### src/rtl/sswap_pkg.sv
package sswap_pkg;

   typedef enum logic [2:0] {
      ST_IDLE,
      ST_RB_REQ,
      ST_RB_WAIT,
      ST_SEEK,
      ST_RS_REQ,
      ST_RS_WAIT,
      ST_WATCH,
      ST_DEAD
   } diag_state_t;

   // bits needed to hold the values 0 .. n-1
   function automatic int unsigned width_of(input int unsigned n);
      return (n <= 1) ? 1 : $clog2(n);
   endfunction

endpackage

### src/rtl/sswap_sel_bank.sv
module sswap_sel_bank #(
   parameter int unsigned NUM_PARTS  = 4,
   parameter int unsigned NUM_SPARES = 1,
   parameter int unsigned SEL_W      = 1,
   parameter int unsigned IDX_W      = 2
) (
   input  logic                       clk,
   input  logic                       rst_n,
   input  logic                       bump_i,
   input  logic [IDX_W-1:0]           bump_idx_i,
   output logic [NUM_PARTS*SEL_W-1:0] sel_o,
   output logic [NUM_PARTS-1:0]       avail_o
);

   localparam logic [SEL_W-1:0] LAST_COPY = SEL_W'(NUM_SPARES);

   for (genvar p = 0; p < NUM_PARTS; p++) begin : g_part
      logic hit;
      assign hit = bump_i && (bump_idx_i == IDX_W'(p));

      if (NUM_SPARES == 1) begin : g_flag
         // single spare: one flop tells primary from spare
         logic spare_q;
         always_ff @(posedge clk) begin
            if (!rst_n)   spare_q <= 1'b0;
            else if (hit) spare_q <= 1'b1;
         end
         assign sel_o[p*SEL_W +: SEL_W] = SEL_W'(spare_q);
         assign avail_o[p]              = !spare_q;
      end else begin : g_count
         logic [SEL_W-1:0] copy_q;
         always_ff @(posedge clk) begin
            if (!rst_n)
               copy_q <= '0;
            else if (hit && (copy_q != LAST_COPY))
               copy_q <= copy_q + SEL_W'(1);
         end
         assign sel_o[p*SEL_W +: SEL_W] = copy_q;
         assign avail_o[p]              = (copy_q != LAST_COPY);
      end
   end

endmodule

### src/rtl/sswap_seeker.sv
module sswap_seeker #(
   parameter int unsigned NUM_PARTS = 4,
   parameter int unsigned IDX_W     = 2
) (
   input  logic [IDX_W-1:0]     from_i,
   input  logic [NUM_PARTS-1:0] avail_i,
   output logic                 hit_o,
   output logic [IDX_W-1:0]     hit_idx_o
);

   // lowest partition at or above from_i that still owns a spare
   always_comb begin
      hit_o     = 1'b0;
      hit_idx_o = '0;
      for (int k = NUM_PARTS - 1; k >= 0; k--) begin
         if (avail_i[k] && (k >= int'(from_i))) begin
            hit_o     = 1'b1;
            hit_idx_o = IDX_W'(k);
         end
      end
   end

endmodule

### src/rtl/sswap_window.sv
module sswap_window #(
   parameter int unsigned WIN_W = 8
) (
   input  logic             clk,
   input  logic             rst_n,
   input  logic             clear_i,
   input  logic [WIN_W-1:0] len_i,
   output logic             expired_o
);

   localparam int unsigned CW = WIN_W + 1;

   logic [WIN_W-1:0] cnt_q;
   logic [CW-1:0]    next_c;

   assign next_c    = {1'b0, cnt_q} + CW'(1);
   // a zero length behaves like one cycle
   assign expired_o = (next_c >= {1'b0, len_i});

   always_ff @(posedge clk) begin
      if (!rst_n || clear_i) cnt_q <= '0;
      else if (!expired_o)   cnt_q <= cnt_q + WIN_W'(1);
   end

endmodule

### src/rtl/spare_swap_diag.sv
module spare_swap_diag
   import sswap_pkg::*;
#(
   parameter  int unsigned NUM_PARTS  = 4,
   parameter  int unsigned NUM_SPARES = 1,
   parameter  int unsigned WIN_W      = 8,
   localparam int unsigned SEL_W      = width_of(NUM_SPARES + 1),
   localparam int unsigned IDX_W      = width_of(NUM_PARTS)
) (
   input  logic                       clk,
   input  logic                       rst_n,
   input  logic                       err_i,
   input  logic [WIN_W-1:0]           win_len_i,
   output logic                       rollback_req_o,
   input  logic                       rollback_ack_i,
   output logic                       restart_req_o,
   input  logic                       restart_ack_i,
   output logic [NUM_PARTS*SEL_W-1:0] sel_o,
   output logic                       fatal_o
);

   if (NUM_PARTS < 1) begin : g_bad_parts
      $error("spare_swap_diag: NUM_PARTS must be at least 1");
   end
   if (NUM_SPARES < 1) begin : g_bad_spares
      $error("spare_swap_diag: NUM_SPARES must be at least 1");
   end
   if (WIN_W < 1) begin : g_bad_win
      $error("spare_swap_diag: WIN_W must be at least 1");
   end
   if ((1 << SEL_W) <= NUM_SPARES) begin : g_bad_sel
      $error("spare_swap_diag: SEL_W too narrow for NUM_SPARES");
   end

   localparam logic [IDX_W-1:0] LAST_IDX = IDX_W'(NUM_PARTS - 1);

   diag_state_t          state_q, state_d;
   logic [IDX_W-1:0]     idx_q, idx_d;
   logic                 bump;
   logic                 hit;
   logic [IDX_W-1:0]     hit_idx;
   logic [NUM_PARTS-1:0] avail;
   logic                 win_done;

   sswap_sel_bank #(
      .NUM_PARTS (NUM_PARTS),
      .NUM_SPARES(NUM_SPARES),
      .SEL_W     (SEL_W),
      .IDX_W     (IDX_W)
   ) bank_i (
      .clk       (clk),
      .rst_n     (rst_n),
      .bump_i    (bump),
      .bump_idx_i(hit_idx),
      .sel_o     (sel_o),
      .avail_o   (avail)
   );

   sswap_seeker #(
      .NUM_PARTS(NUM_PARTS),
      .IDX_W    (IDX_W)
   ) seek_i (
      .from_i   (idx_q),
      .avail_i  (avail),
      .hit_o    (hit),
      .hit_idx_o(hit_idx)
   );

   sswap_window #(
      .WIN_W(WIN_W)
   ) win_i (
      .clk      (clk),
      .rst_n    (rst_n),
      .clear_i  (state_q != ST_WATCH),
      .len_i    (win_len_i),
      .expired_o(win_done)
   );

   always_comb begin
      state_d = state_q;
      idx_d   = idx_q;
      bump    = 1'b0;
      unique case (state_q)
         ST_IDLE:    if (err_i) state_d = ST_RB_REQ;
         ST_RB_REQ:  state_d = ST_RB_WAIT;
         ST_RB_WAIT: if (rollback_ack_i) state_d = ST_SEEK;
         ST_SEEK: begin
            if (hit) begin
               idx_d   = hit_idx;
               bump    = 1'b1;
               state_d = ST_RS_REQ;
            end else begin
               state_d = ST_DEAD;
            end
         end
         ST_RS_REQ:  state_d = ST_RS_WAIT;
         ST_RS_WAIT: if (restart_ack_i) state_d = ST_WATCH;
         ST_WATCH: begin
            if (err_i) begin
               if (idx_q == LAST_IDX) begin
                  state_d = ST_DEAD;
               end else begin
                  idx_d   = idx_q + IDX_W'(1);
                  state_d = ST_RB_REQ;
               end
            end else if (win_done) begin
               idx_d   = '0;
               state_d = ST_IDLE;
            end
         end
         ST_DEAD:    state_d = ST_DEAD;
         default:    state_d = ST_IDLE;
      endcase
   end

   always_ff @(posedge clk) begin
      if (!rst_n) begin
         state_q <= ST_IDLE;
         idx_q   <= '0;
      end else begin
         state_q <= state_d;
         idx_q   <= idx_d;
      end
   end

   assign rollback_req_o = (state_q == ST_RB_REQ);
   assign restart_req_o  = (state_q == ST_RS_REQ);
   assign fatal_o        = (state_q == ST_DEAD);

endmodule

### config.mk
export PLATFORM = sky130hd
export DESIGN_NAME = spare_swap_diag
export DESIGN_NICKNAME = d
export VERILOG_FILES = /design/src/rtl/sswap_pkg.sv /design/src/rtl/sswap_sel_bank.sv /design/src/rtl/sswap_seeker.sv /design/src/rtl/sswap_window.sv /design/src/rtl/spare_swap_diag.sv
export SDC_FILE = /design/constraint.sdc
export NUM_CORES = 1
export LEC_CHECK = 0
export BUFFER_PORTS_ARGS = -buffer_cell sky130_fd_sc_hd__buf_4
export CAP_MARGIN = 20
export CORE_MARGIN = 1.5
export CORE_UTILIZATION = 53
export CTS_BUF_LIST = sky130_fd_sc_hd__clkbuf_8
export DETAILED_ROUTE_END_ITERATION = 6
export PLACE_DENSITY = 0.78
export SLEW_MARGIN = 20
export SYNTH_ARGS = -nofsm -noshare
export SYNTH_HDL_FRONTEND = slang
export SYNTH_SLANG_ARGS = --single-unit
### constraint.sdc
create_clock -name clk -period 2.76 [get_ports clk]
set_clock_uncertainty 0.1 [all_clocks]
set_input_delay 0 -clock clk [delete_from_list [all_inputs] [get_ports clk]]
set_output_delay 0 -clock clk [all_outputs]
set_load 0.02 [all_outputs]
### Word level (Yosys, flattened, before mapping)

Cells that the tools add are included.

| word-level totals | value |
|---|---|
| register bits after elaboration | 17 |
| word-level logic and storage cells | 72 |

| cells by class | value |
|---|---|
| add/sub/neg operators | 3 |
| order comparisons | 4 |
| equality and inequality tests | 18 |
| mux-type cells | 23 |
| reduce and logical (&&, ||, !) cells | 17 |

Operators with widths:

| kind | number |
|---|---|
| case mux 3 bit (8 select lines) | 1 |
| 2-to-1 mux 2 bit | 9 |
| 2-to-1 mux 3 bit | 6 |
| == test 3 bit, second input constant | 4 |
| adder 8 x 1 -> 9 bit, second input constant | 1 |
| greater-or-equal comparator 9 x 8 -> 1 bit | 1 |
| inequality test 3 bit, second input constant | 3 |
| adder 8 x 1 -> 8 bit, second input constant | 1 |
| inequality test 2 bit, second input constant | 4 |
| AND reduction 4 bit | 2 |
| logical AND 1 bit | 7 |
| == test 2 bit, second input constant | 3 |
| == test 3 x 2 -> 1 bit, second input constant | 2 |
| 2-to-1 mux 1 bit | 6 |
| greater-or-equal comparator 1 x 2 -> 1 bit, first input constant | 2 |
| logical NOT 1 bit | 4 |
| case mux 2 bit (2 select lines) | 1 |
| == test 3 x 1 -> 1 bit, second input constant | 1 |
| logical NOT 3 bit | 1 |
| adder 2 x 1 -> 2 bit, second input constant | 1 |
| == test 2 x 1 -> 1 bit, second input constant | 1 |
| greater-or-equal comparator 2 bit, first input constant | 1 |
| logical NOT 2 bit | 1 |
| nonzero test 2 bit | 1 |
| logical OR 1 bit | 1 |

### Logic depth before layout (Yosys ltp)

Gate-level depths: netlist of the first run.

| logic depth | value |
|---|---|
| word-level depth | 8 |
| depth in mapped cells | 12 |
| gate-level depth less buffers | 10 |

### Modules after synthesis

From an unflattened synthesis of the first run, not the netlist that was laid out.

| second synthesis, totals | value |
|---|---|
| cell total of the unflattened synthesis | 163 |
| area, all modules | 1,392.6 um^2 |

By module, submodules not included:

| module | times used | cells an instance | area each (um^2) |
|---|---|---|---|
| sswap_window | 1 | 79 | 723.2 |
| spare_swap_diag | 1 | 49 | 414.1 |
| sswap_sel_bank | 1 | 24 | 180.2 |
| sswap_seeker | 1 | 11 | 75.1 |

### Worst setup path after synthesis of the first run

No wires, ideal clock.

| timing | value |
|---|---|
| path type | register to register |
| from | register win_i.cnt_q[0] |
| to | register win_i.cnt_q[2] |
| library setup time | 0.116 ns |
| data arrival time | 2.616 ns |
| slack | -0.072 ns |
| stages on the path, launching flop included | 13 |
| buffers on the path | 2 |
| period minus slack after synthesis | 2.832 ns |
| cell sequence | dfxtp_1 -> ha_1 -> and3_1 -> buf_2 -> nand3_1 -> xnor2_1 -> ha_1 -> and3_1 -> a221o_1 -> a211oi_4 -> buf_4 -> a21oi_1 -> a31o_2 |

| on the way | value |
|---|---|
| longest elaborated chain between the ends | 2 |

Ends and longest elaborated chain:

| what | RTL line | text |
|---|---|---|
| start: declaration | sswap_window.sv:13 | `logic [WIN_W-1:0] cnt_q;` |
| start signal: assignment | sswap_window.sv:22 | `else if (!expired_o) cnt_q <= cnt_q + WIN_W'(1);` |
| adder 8 x 1 -> 9 bit | sswap_window.sv:16 | `assign next_c = {1'b0, cnt_q} + CW'(1);` |
| via win_i.next_c[6] | sswap_window.sv:14 | `logic [CW-1:0] next_c;` |
| greater-or-equal comparator 9 x 8 -> 1 bit | sswap_window.sv:18 | `assign expired_o = (next_c >= {1'b0, len_i});` |

The timed path passes the listed nets, and every way through them passes these cells.
A chain may end at the register's enable or synchronous reset.

### Final worst setup path of the first run

| timing | value |
|---|---|
| from | register win_i.cnt_q[1] |
| to | register win_i.cnt_q[6] |

Same word-level chain as after synthesis.

==> results of run 1 <==
-- kinds of logic after synthesis --
kind of cell	Yosys count	synth area share
simple gates	67	0.264
buf+inv	25	0.0883
compound gates	32	0.174
xor+xnor	8	0.0543
fa+ha+maj	12	0.116
mux	5	0.0398
flops	17	0.264
-- power groups by stage --
| stage | combinational, mW | sequential [mW] | clock, mW |
|---|---|---|---|
| 2_1_floorplan | 0.0614 | 0.261 | 0 |
| 3_3_place_gp | 0.0745 | 0.272 | 0 |
| 3_5_place_dp | 0.0767 | 0.273 | 0 |
| 4_1_cts | 0.0803 | 0.267 | 0.188 |
| 5_1_grt | 0.0933 | 0.268 | 0.198 |
| 6_report | 0.0820 | 0.267 | 0.187 |
-- synth_stat cells (4+ instances only) --
master / count
buf_4: 5
nor3_1: 4
a31oi_1: 4
xnor2_1: 7
nand2_1: 18
dfxtp_1: 17
mux2i_1: 4
nand3_1: 5
a21oi_1: 6
nor3b_1: 4
clkbuf_1: 4
and3_1: 7
inv_1: 15
a21o_1: 4
nor2_1: 20
o21ai_0: 8
ha_1: 12
-- layout make-up --
cell class,instances,share of cell area
Multi-Input combinational cell,124,0.545
Clock buffer,3,0.0248
Sequential cell,17,0.208
Timing Repair Buffer,35,0.164
Tap cell,28,0.0210
Inverter,15,0.0338
Clock inverter,1,0.00300
-- routing by layer --
| metal | up-vias | global-route usage |
|---|---|---|
| li1 | 626 | - |
| met1 | 563 | 0.274 |
| met2 | 20 | 0.425 |
| met3 | 6 | 0.0371 |
| met4 | 0 | 0.0897 |
| met5 | - | 0 |
-- critical path, stage by stage (launching register included) --
cell	delay [ns]
dfxtp_4	0.37
ha_4	0.13
and3_4	0.21
nand3_4	0.09
xnor2_1	0.15
ha_1	0.30
and3_4	0.16
a221o_1	0.37
a211oi_4	0.23
or4b_4	0.51
o21ai_2	0.07
-- repair_timing --
action | 4_1_cts | 5_1_grt
endpoints found under the setup margin | 6 | 8
hold buffers | 3 | 0
setup buffers | 1 | 1
resized for setup | 1 | 9
cloned | 0 | 0
hold endpoints to repair | 5 | 0
pin swaps | 2 | 1
-- worst paths after layout --
| check | start | endpoint | slack (ns) | cells past startpoint |
|---|---|---|---|---|
| hold reg to reg | bank_i.g_part[0].g_flag.spare_q$_SDFFE_PN0P_ | bank_i.g_part[0].g_flag.spare_q$_SDFFE_PN0P_ | 0.40 | 2 |
| setup reg to reg | win_i.cnt_q[1]$_SDFFE_PP0N_ | win_i.cnt_q[6]$_SDFFE_PP0N_ | 0.02 | 10 |
| hold / removal | err_i | state_q[1]$_SDFFE_PN0P_ | 0.05 | 4 |
| setup / recovery | win_i.cnt_q[1]$_SDFFE_PP0N_ | win_i.cnt_q[6]$_SDFFE_PP0N_ | 0.02 | 10 |
-- flip-flops by register name, indices dropped and copies added (netlist names) --
| name | cells |
|---|---|
| win_i.cnt_q | 8 |
| bank_i.g_part.g_flag.spare_q | 4 |
| state_q | 3 |
| idx_q | 2 |
-- stage by stage --
stage          setup TNS [ns]  power [mW]  cells  setup slack, ns  cell area, µm²
5_1_grt                -0.352       0.559    223          -0.0629            1670
3_5_place_dp           -0.228       0.350    214          -0.0992            1540
6_report                    0       0.535    223           0.0211            1670
2_1_floorplan        -0.00673       0.322    166         -0.00673            1350
4_1_cts                     0       0.536    222          0.00106            1620
3_3_place_gp                0       0.346    214           0.0442            1540
==> flow_summary.ini, run 1 <==
[timing]
max_freq_mhz = 365
drv_slew = 0
tightest_slew_ns = 0.505
finalCriticalPeriod_ns = 2.74
rsz0062_at_grt = yes
max-slew-margin-rel = 0.660
fin_crit_sh = 0.992
finalHoldViolCount = 0
hold-worst-slack_ns = 0.0547
setup_viol = 0

[placed_design]
gp_congestion = 0.854
io_buffers = 19
dpl.hpwl_um = 2260

[synth]
synth_flop_cell = dfxtp_1
synth_nets = 191
synth.distinct_cells = 35
yosysWarnings = 0
syn_area_mm2 = 0.00129
synth_top_area_cell = dfxtp_1
synth-seq-cells = 17
seq_area_frac_synth = 0.264
synthDominantCellAreaShare = 0.264
synth_area_leaders = dfxtp_1, ha_1, nor2_1
async_reset_ff_frac = 0
avgSynthCellArea_um2 = 7.77
synth_edf_count = 0
syn-instance-count = 166

[drt]
drt_iter0_markers = 30
via_per_inst = 5.45
drtPass1Iterations = 4
routed.top_layer = met4
wl_um = 2910
met1_length_um = 1320
final_antenna_net_count = 0
wl_met2_um = 1440
routed-wl-met3_um = 100
wl_per_cell_um = 13.1
drc = 0
vias = 1215

[pwr]
clockPowerShare = 0.349
p_int_mw = 0.394
p_comb_frac = 0.153
leakage_nw = 0.768
p_sw_frac = 0.264
p_sw_mw = 0.141
seq_power_share = 0.498
powerDensity_mw_per_mm2 = 321
peakVddDrop_mv = 0.236

[clocking]
numCtsBuffers = 3
cts_buffer_depth = 2
cts_tree = yes
htreeDepth = 1
clk_latency_ns = 0.25
path_clk_slew_ns = 0.07
cts_root_buf = clkbuf_8
cts_sinks = 17

[status]
outcome = completed

[cells_and_area]
multi_input_area_um2 = 908
fin_nets = 221
final_common_cell = buf_4
fillers = 176
post-route-util = 0.739
final_cell_mix = buf_4, nor2_1, nand2_1, inv_1, dfxtp_1
syn2layout_area_growth_pct = 29.2
antenna_cells = 0
regArea_um2 = 347
drive_gt1_frac = 0.287

[setup_path]
critPathMaxFanout = 4
cp.required_ns = 2.85
worstSetupEndpointType = flop
critPathLaunchType = flop
cp.arrival_ns = 2.83
crit_type = reg -> reg

[global_route]
grt_pass1_wl_um = 4830
track_usage = 0.235
grt_pass1_vias = 1170
antenna_found_initial = 0
grt_overflow = 0
grt_max_degree = 17

[floorplan]
die_x_um = 52.3
start_util = 0.572
die_h_um = 52.3
core_region_area_mm2 = 0.00225
ioPinCount = 20
std_cell_rows = 17
design.die.area_mm2 = 0.00274

[run]
drv_cap = 0

[min_path]
hp-class = in -> reg
Power figures use the tool's default switching activity.
==> run 2, diff against run 1 <==
==> constraint.sdc (replaced) <==
create_clock -name clk -period 2.76 [get_ports clk]
set_clock_uncertainty 0.1 [all_clocks]
set_input_delay 0.552 -clock clk [delete_from_list [all_inputs] [get_ports clk]]
set_output_delay 0.552 -clock clk [all_outputs]
set_load 0.02 [all_outputs]
==> flow_summary.ini, run 2 (synthesis gave the netlist of run 1 again) <==
[drt]
drtPass1Iterations = 4
drc = 0
drt_iter0_markers = 30
wl_um = 2900
final_antenna_net_count = 0
vias = 1215
wl_per_cell_um = 13.2
via_per_inst = 5.52

[timing]
rsz0062_at_grt = yes
fin_crit_sh = 0.992
fin_setup_tns_ns = 0
tightest_slew_ns = 0.505
max_freq_mhz = 365
finalHoldViolCount = 0
finalCriticalPeriod_ns = 2.74
drv_slew = 0
max-slew-margin-rel = 0.660
setup_viol = 0

[cells_and_area]
largest_register_ffs = 8
final_cell_mix = buf_4, nor2_1, nand2_1, inv_1, dfxtp_1
fin_nets = 218
final_common_cell = buf_4
antenna_cells = 0
drive_gt1_frac = 0.292
regMostFlops = win_i.cnt_q
reg_top3 = win_i.cnt_q: 8 flops, bank_i.g_part.g_flag.spare_q: 4 flops, state_q: 3 flops
final_cell_count_no_fill = 220
regArea_um2 = 347
multi_input_area_um2 = 908
fillers = 182
syn2layout_area_growth_pct = 26.9

[clocking]
htreeDepth = 1
cts_root_buf = clkbuf_8
cts_tree = yes
hold_buffers = 0
cts_sinks = 17
path_clk_slew_ns = 0.07
clk_latency_ns = 0.25
cts_buffer_depth = 2
numCtsBuffers = 3

[pwr]
p_sw_frac = 0.265
p_int_mw = 0.391
seq_power_share = 0.501
p_sw_mw = 0.141
powerDensity_mw_per_mm2 = 325
p_comb_frac = 0.148
clockPowerShare = 0.351
peakVddDrop_mv = 0.231
leakage_nw = 0.756

[global_route]
grt_pass1_wl_um = 4800
grt_pass1_vias = 1165
grt_overflow = 0
track_usage = 0.234
grt_max_degree = 17
antenna_found_initial = 0

[placed_design]
place_inst = 214
io_buffers = 19
dpl.hpwl_um = 2260
gp_congestion = 0.854

[floorplan]
start_util = 0.572
std_cell_rows = 17
ioPinCount = 20
design.die.area_mm2 = 0.00274
die_x_um = 52.3
core_region_area_mm2 = 0.00225
die_h_um = 52.3

[status]
outcome = completed

[setup_path]
worstSetupEndpointType = flop
cp.arrival_ns = 2.83
cp.required_ns = 2.85
crit_type = reg -> reg
critPathMaxFanout = 4
critPathLaunchType = flop

[run]
drv_cap = 0

[min_path]
hp-class = reg -> reg
-- run 2: cell types whose count changed in the layout (fill, tap and decap cells not counted) --
cell,change
dlygate4sd3_1,-3
-- run 2: path summary, 6_finish.rpt --
| kind | slack (ns) | from | cells after the start | endpoint |
|---|---|---|---|---|
| worst max-delay path | 0.02 | win_i.cnt_q[1]$_SDFFE_PP0N_ | 10 | win_i.cnt_q[6]$_SDFFE_PP0N_ |
| worst min-delay path | 0.40 | bank_i.g_part[0].g_flag.spare_q$_SDFFE_PN0P_ | 2 | bank_i.g_part[0].g_flag.spare_q$_SDFFE_PN0P_ |
| worst max register to register | 0.02 | win_i.cnt_q[1]$_SDFFE_PP0N_ | 10 | win_i.cnt_q[6]$_SDFFE_PP0N_ |
| worst min register to register | 0.40 | bank_i.g_part[0].g_flag.spare_q$_SDFFE_PN0P_ | 2 | bank_i.g_part[0].g_flag.spare_q$_SDFFE_PN0P_ |
-- run 2: per-layer routing --
metal / track usage / wire length (µm)
met5: 0 / 0
met4: 0.0897 / 47
met3: 0.0371 / 105
met2: 0.423 / 1440
met1: 0.272 / 1310
-- run 2: power by group through the flow --
stage,sequential [mW],combinational (mW),clock (mW)
after floorplan,0.261,0.0614,0
after global placement,0.272,0.0745,0
after detailed placement,0.273,0.0767,0
after CTS,0.267,0.0771,0.188
after global routing,0.268,0.0897,0.198
final,0.267,0.0788,0.187
-- run 2: through the flow --
step,total power [mW],cell area [µm²],utilization,setup WS [ns],hold WS (ns)
finish,0.532,1640,0.726,0.0220,0.400
global placement,0.346,1540,0.682,0.0442,0.367
floorplan,0.322,1350,-,-0.00673,0.351
detailed placement,0.350,1540,0.682,-0.0992,0.383
CTS,0.532,1590,0.706,0.00106,0.402
global route,0.556,1640,0.726,-0.0629,0.441
-- run 2: area by class of cell --
cell class                 count  share of cell area
sequential                    17               0.212
clock inverter                 1             0.00306
multi-input combinational    124               0.555
inverter                      15              0.0344
timing repair buffer          32               0.149
tap                           28              0.0214
clock buffer                   3              0.0252
-- run 2: worst max-delay path, cell delays in order (launching register included) --
cell and delay [ns]:
dfxtp_4 0.37, ha_4 0.13, and3_4 0.21, nand3_4 0.09
xnor2_1 0.15, ha_1 0.30, and3_4 0.16, a221o_1 0.37
a211oi_4 0.23, or4b_4 0.51, o21ai_2 0.07
-- run 2: timing repair --
item | in CTS | in global routing
pin swaps | 2 | 1
resized for setup | 1 | 9
setup buffers | 1 | 1
setup endpoints to repair | 6 | 8
==> run 3, diff against run 2 <==
--- a/config.mk
+++ b/config.mk
@@ -12,7 +12,7 @@
 export CTS_BUF_LIST = sky130_fd_sc_hd__clkbuf_8
 export DETAILED_ROUTE_END_ITERATION = 6
 export PLACE_DENSITY = 0.78
-export SLEW_MARGIN = 20
 export SYNTH_ARGS = -nofsm -noshare
 export SYNTH_HDL_FRONTEND = slang
+export SYNTH_HIERARCHICAL = 1
 export SYNTH_SLANG_ARGS = --single-unit
==> constraint.sdc (replaced) <==
create_clock -name clk -period 2.4 [get_ports clk]
set_clock_uncertainty 0.1 [all_clocks]
set_input_delay 0.48 -clock clk [delete_from_list [all_inputs] [get_ports clk]]
set_output_delay 0.48 -clock clk [all_outputs]
set_load 0.02 [all_outputs]
==> flow_summary.ini, run 3 <==
[setup_path]
path_delay_family = simple AND/OR/NAND/NOR gates
crit_chain = ha_4 > nand3_4 > or2_4 > xnor2_1 > ha_1 > buf_4 > a211oi_2 > o221ai_4 > or2_4 > or3_4 > a311oi_2
slowest_delay_ns = 0.38
crit_top_cell = or2_4
crit_type = reg -> reg
critPathSlowestCell = or3_4
critPathLaunchType = flop
worstSetupEndpointType = flop
reg2regPathDepth = 11
crit_buf_inv = 1
cp.arrival_ns = 2.94
critPathMaxFanout = 3
cp.required_ns = 2.46
cp.depth = 11

[floorplan]
core_region_area_mm2 = 0.00248
die_x_um = 54.3
design.die.area_mm2 = 0.00294
std_cell_rows = 18
die_h_um = 54.3
start_util = 0.562
ioPinCount = 20

[clocking]
hold_buffers = 0
numCtsBuffers = 3
cts_root_buf = clkbuf_8
cts_buffer_depth = 2
cts_sinks = 17
path_clk_slew_ns = 0.07
htreeDepth = 1
cts_tree = yes
clk_latency_ns = 0.26

[synth]
yosysWarnings = 6
synthDominantCellAreaShare = 0.244
ys_top_cells_by_count = inv_1, dfxtp_1, nand2_1
synth_area_leaders = dfxtp_1, ha_1, inv_1
synth_nets = 186
synth_top_area_cell = dfxtp_1
async_reset_ff_frac = 0
syn-instance-count = 163
avgSynthCellArea_um2 = 8.54
synth-seq-cells = 17
seq_area_frac_synth = 0.244
synth.distinct_cells = 50
yosys.cell_count.top_type = inv_1
synth_flop_cell = dfxtp_1
synth_edf_count = 0
syn_area_mm2 = 0.00139

[drt]
drtPass1Iterations = 4
drt_iter0_markers = 28
via_per_inst = 5.65
drc = 0
vias = 1299
wl_per_cell_um = 14.0
final_antenna_net_count = 0
wl_um = 3210

[pwr]
p_comb_frac = 0.270
p_sw_frac = 0.323
p_sw_mw = 0.248
clockPowerShare = 0.282
p_total_mw = 0.768
peakVddDrop_mv = 0.480
seq_power_share = 0.448
p_int_mw = 0.520
leakage_nw = 0.757
powerDensity_mw_per_mm2 = 432

[placed_design]
io_buffers = 19
gp_congestion = 0.797
dpl-instance-area_mm2 = 0.00169
dpl.hpwl_um = 2400

[global_route]
grt_overflow = 0
track_usage = 0.249
antenna_found_initial = 0
grt_pass1_wl_um = 5330
grt_pass1_vias = 1229
grt_max_degree = 16

[cells_and_area]
drive_gt1_frac = 0.370
regMostFlops = win_i/cnt_q
reg_top3 = win_i/cnt_q: 8 flops, bank_i/g_part.g_flag.spare_q: 4 flops, state_q: 3 flops
syn2layout_area_growth_pct = 27.8
fin_nets = 224
postLayoutCellArea_mm2 = 0.00178
largest_register_ffs = 8
final_common_cell = buf_4
antenna_cells = 0
fillers = 191
final_cell_mix = buf_4, inv_1, dfxtp_1, nand2_1, a21oi_1
post-route-util = 0.718

[timing]
max_freq_mhz = 348
fin_crit_sh = 1.20
finalCriticalPeriod_ns = 2.87
setup_ws_ns = -0.474
setup_viol = 12
max-slew-margin-rel = 0.620
drv_slew = 0
tightest_slew_ns = 0.570
finalHoldViolCount = 0
hold-worst-slack_ns = 0.372
rsz0062_at_grt = yes

[min_path]
hp-class = reg -> reg
hold_depth = 2

[status]
failed_checks = setup timing
outcome = finished, violations left

[run]
drv_cap = 0
run 3: cell count changes after synthesis, moves of 5 or more:
cell,change
o21ai_1,+6
a21oi_1,+5
nand2_1,-5
or4_1,+6
nor2_1,-15
o31ai_1,+6
run 3: power by group through the flow:
stage / logic, mW / clock network (mW) / registers, mW
after detailed placement: 0.196 / 0 / 0.346
after global placement: 0.187 / 0 / 0.344
final: 0.207 / 0.217 / 0.344
after floorplan: 0.171 / 0 / 0.322
after global routing: 0.226 / 0.236 / 0.349
after CTS: 0.203 / 0.220 / 0.341
run 3: path summary, 6_finish.rpt:
check                                                                   from                                      endpoint  slack [ns]
worst max-delay path                             win_i/cnt_q[1]$_SDFFE_PP0N_                       state_q[2]$_SDFFE_PN0P_       -0.47
worst min-delay path            bank_i/g_part[1].g_flag.spare_q$_SDFFE_PN0P_  bank_i/g_part[1].g_flag.spare_q$_SDFFE_PN0P_        0.37
worst max register to register                   win_i/cnt_q[1]$_SDFFE_PP0N_                       state_q[2]$_SDFFE_PN0P_       -0.47
worst min register to register  bank_i/g_part[1].g_flag.spare_q$_SDFFE_PN0P_  bank_i/g_part[1].g_flag.spare_q$_SDFFE_PN0P_        0.37
run 3: worst min-delay path: stages, from the launching register on:
cell and delay (ns):
dfxtp_1 0.33, nand2_1 0.05, o21ai_1 0.05
run 3: area by class of cell:
class	count	area, µm²	share of cell area
flip-flops and latches	17	345	0.194
multi-input cells	119	967	0.544
clock inverters	1	5.00	0.00281
clock buffers	3	41.3	0.0232
inverters	18	67.6	0.0380
repair buffers	42	315	0.177
well taps	30	37.5	0.0211
run 3: kinds of logic after synthesis:
kind of cell               after synthesis  share of synthesized area
adders and majority gates               10                     0.0898
muxes                                    1                    0.00719
and+or+nand+nor                         54                      0.251
DFF                                     17                      0.244
buffers and inverters                   27                     0.0997
AOI/OAI and AO/OA                       48                      0.270
xor gates and xnor gates                 6                     0.0377
run 3: per-layer routing:
layer	vias up	part of all wire	global-route usage
li1	655	-	-
met1	609	0.46	0.312
met2	31	0.49	0.436
met3	4	0.043	0.0574
met4	0	0.0059	0.0500
met5	-	0	0
run 3: stage by stage:
step | setup WS (ns) | setup TNS, ns | cells
2_1_floorplan | -0.540 | -3.33 | 163
3_5_place_dp | -0.474 | -3.86 | 223
6_report | -0.474 | -4.47 | 230
5_1_grt | -0.626 | -5.98 | 230
3_3_place_gp | -0.350 | -2.94 | 223
4_1_cts | -0.428 | -3.71 | 227
run 3: repair_timing:
item | 4_1_cts | 5_1_grt
pin swaps | 5 | 3
setup buffers | 0 | 3
endpoints found under the setup margin | 12 | 12
resized for setup | 3 | 1
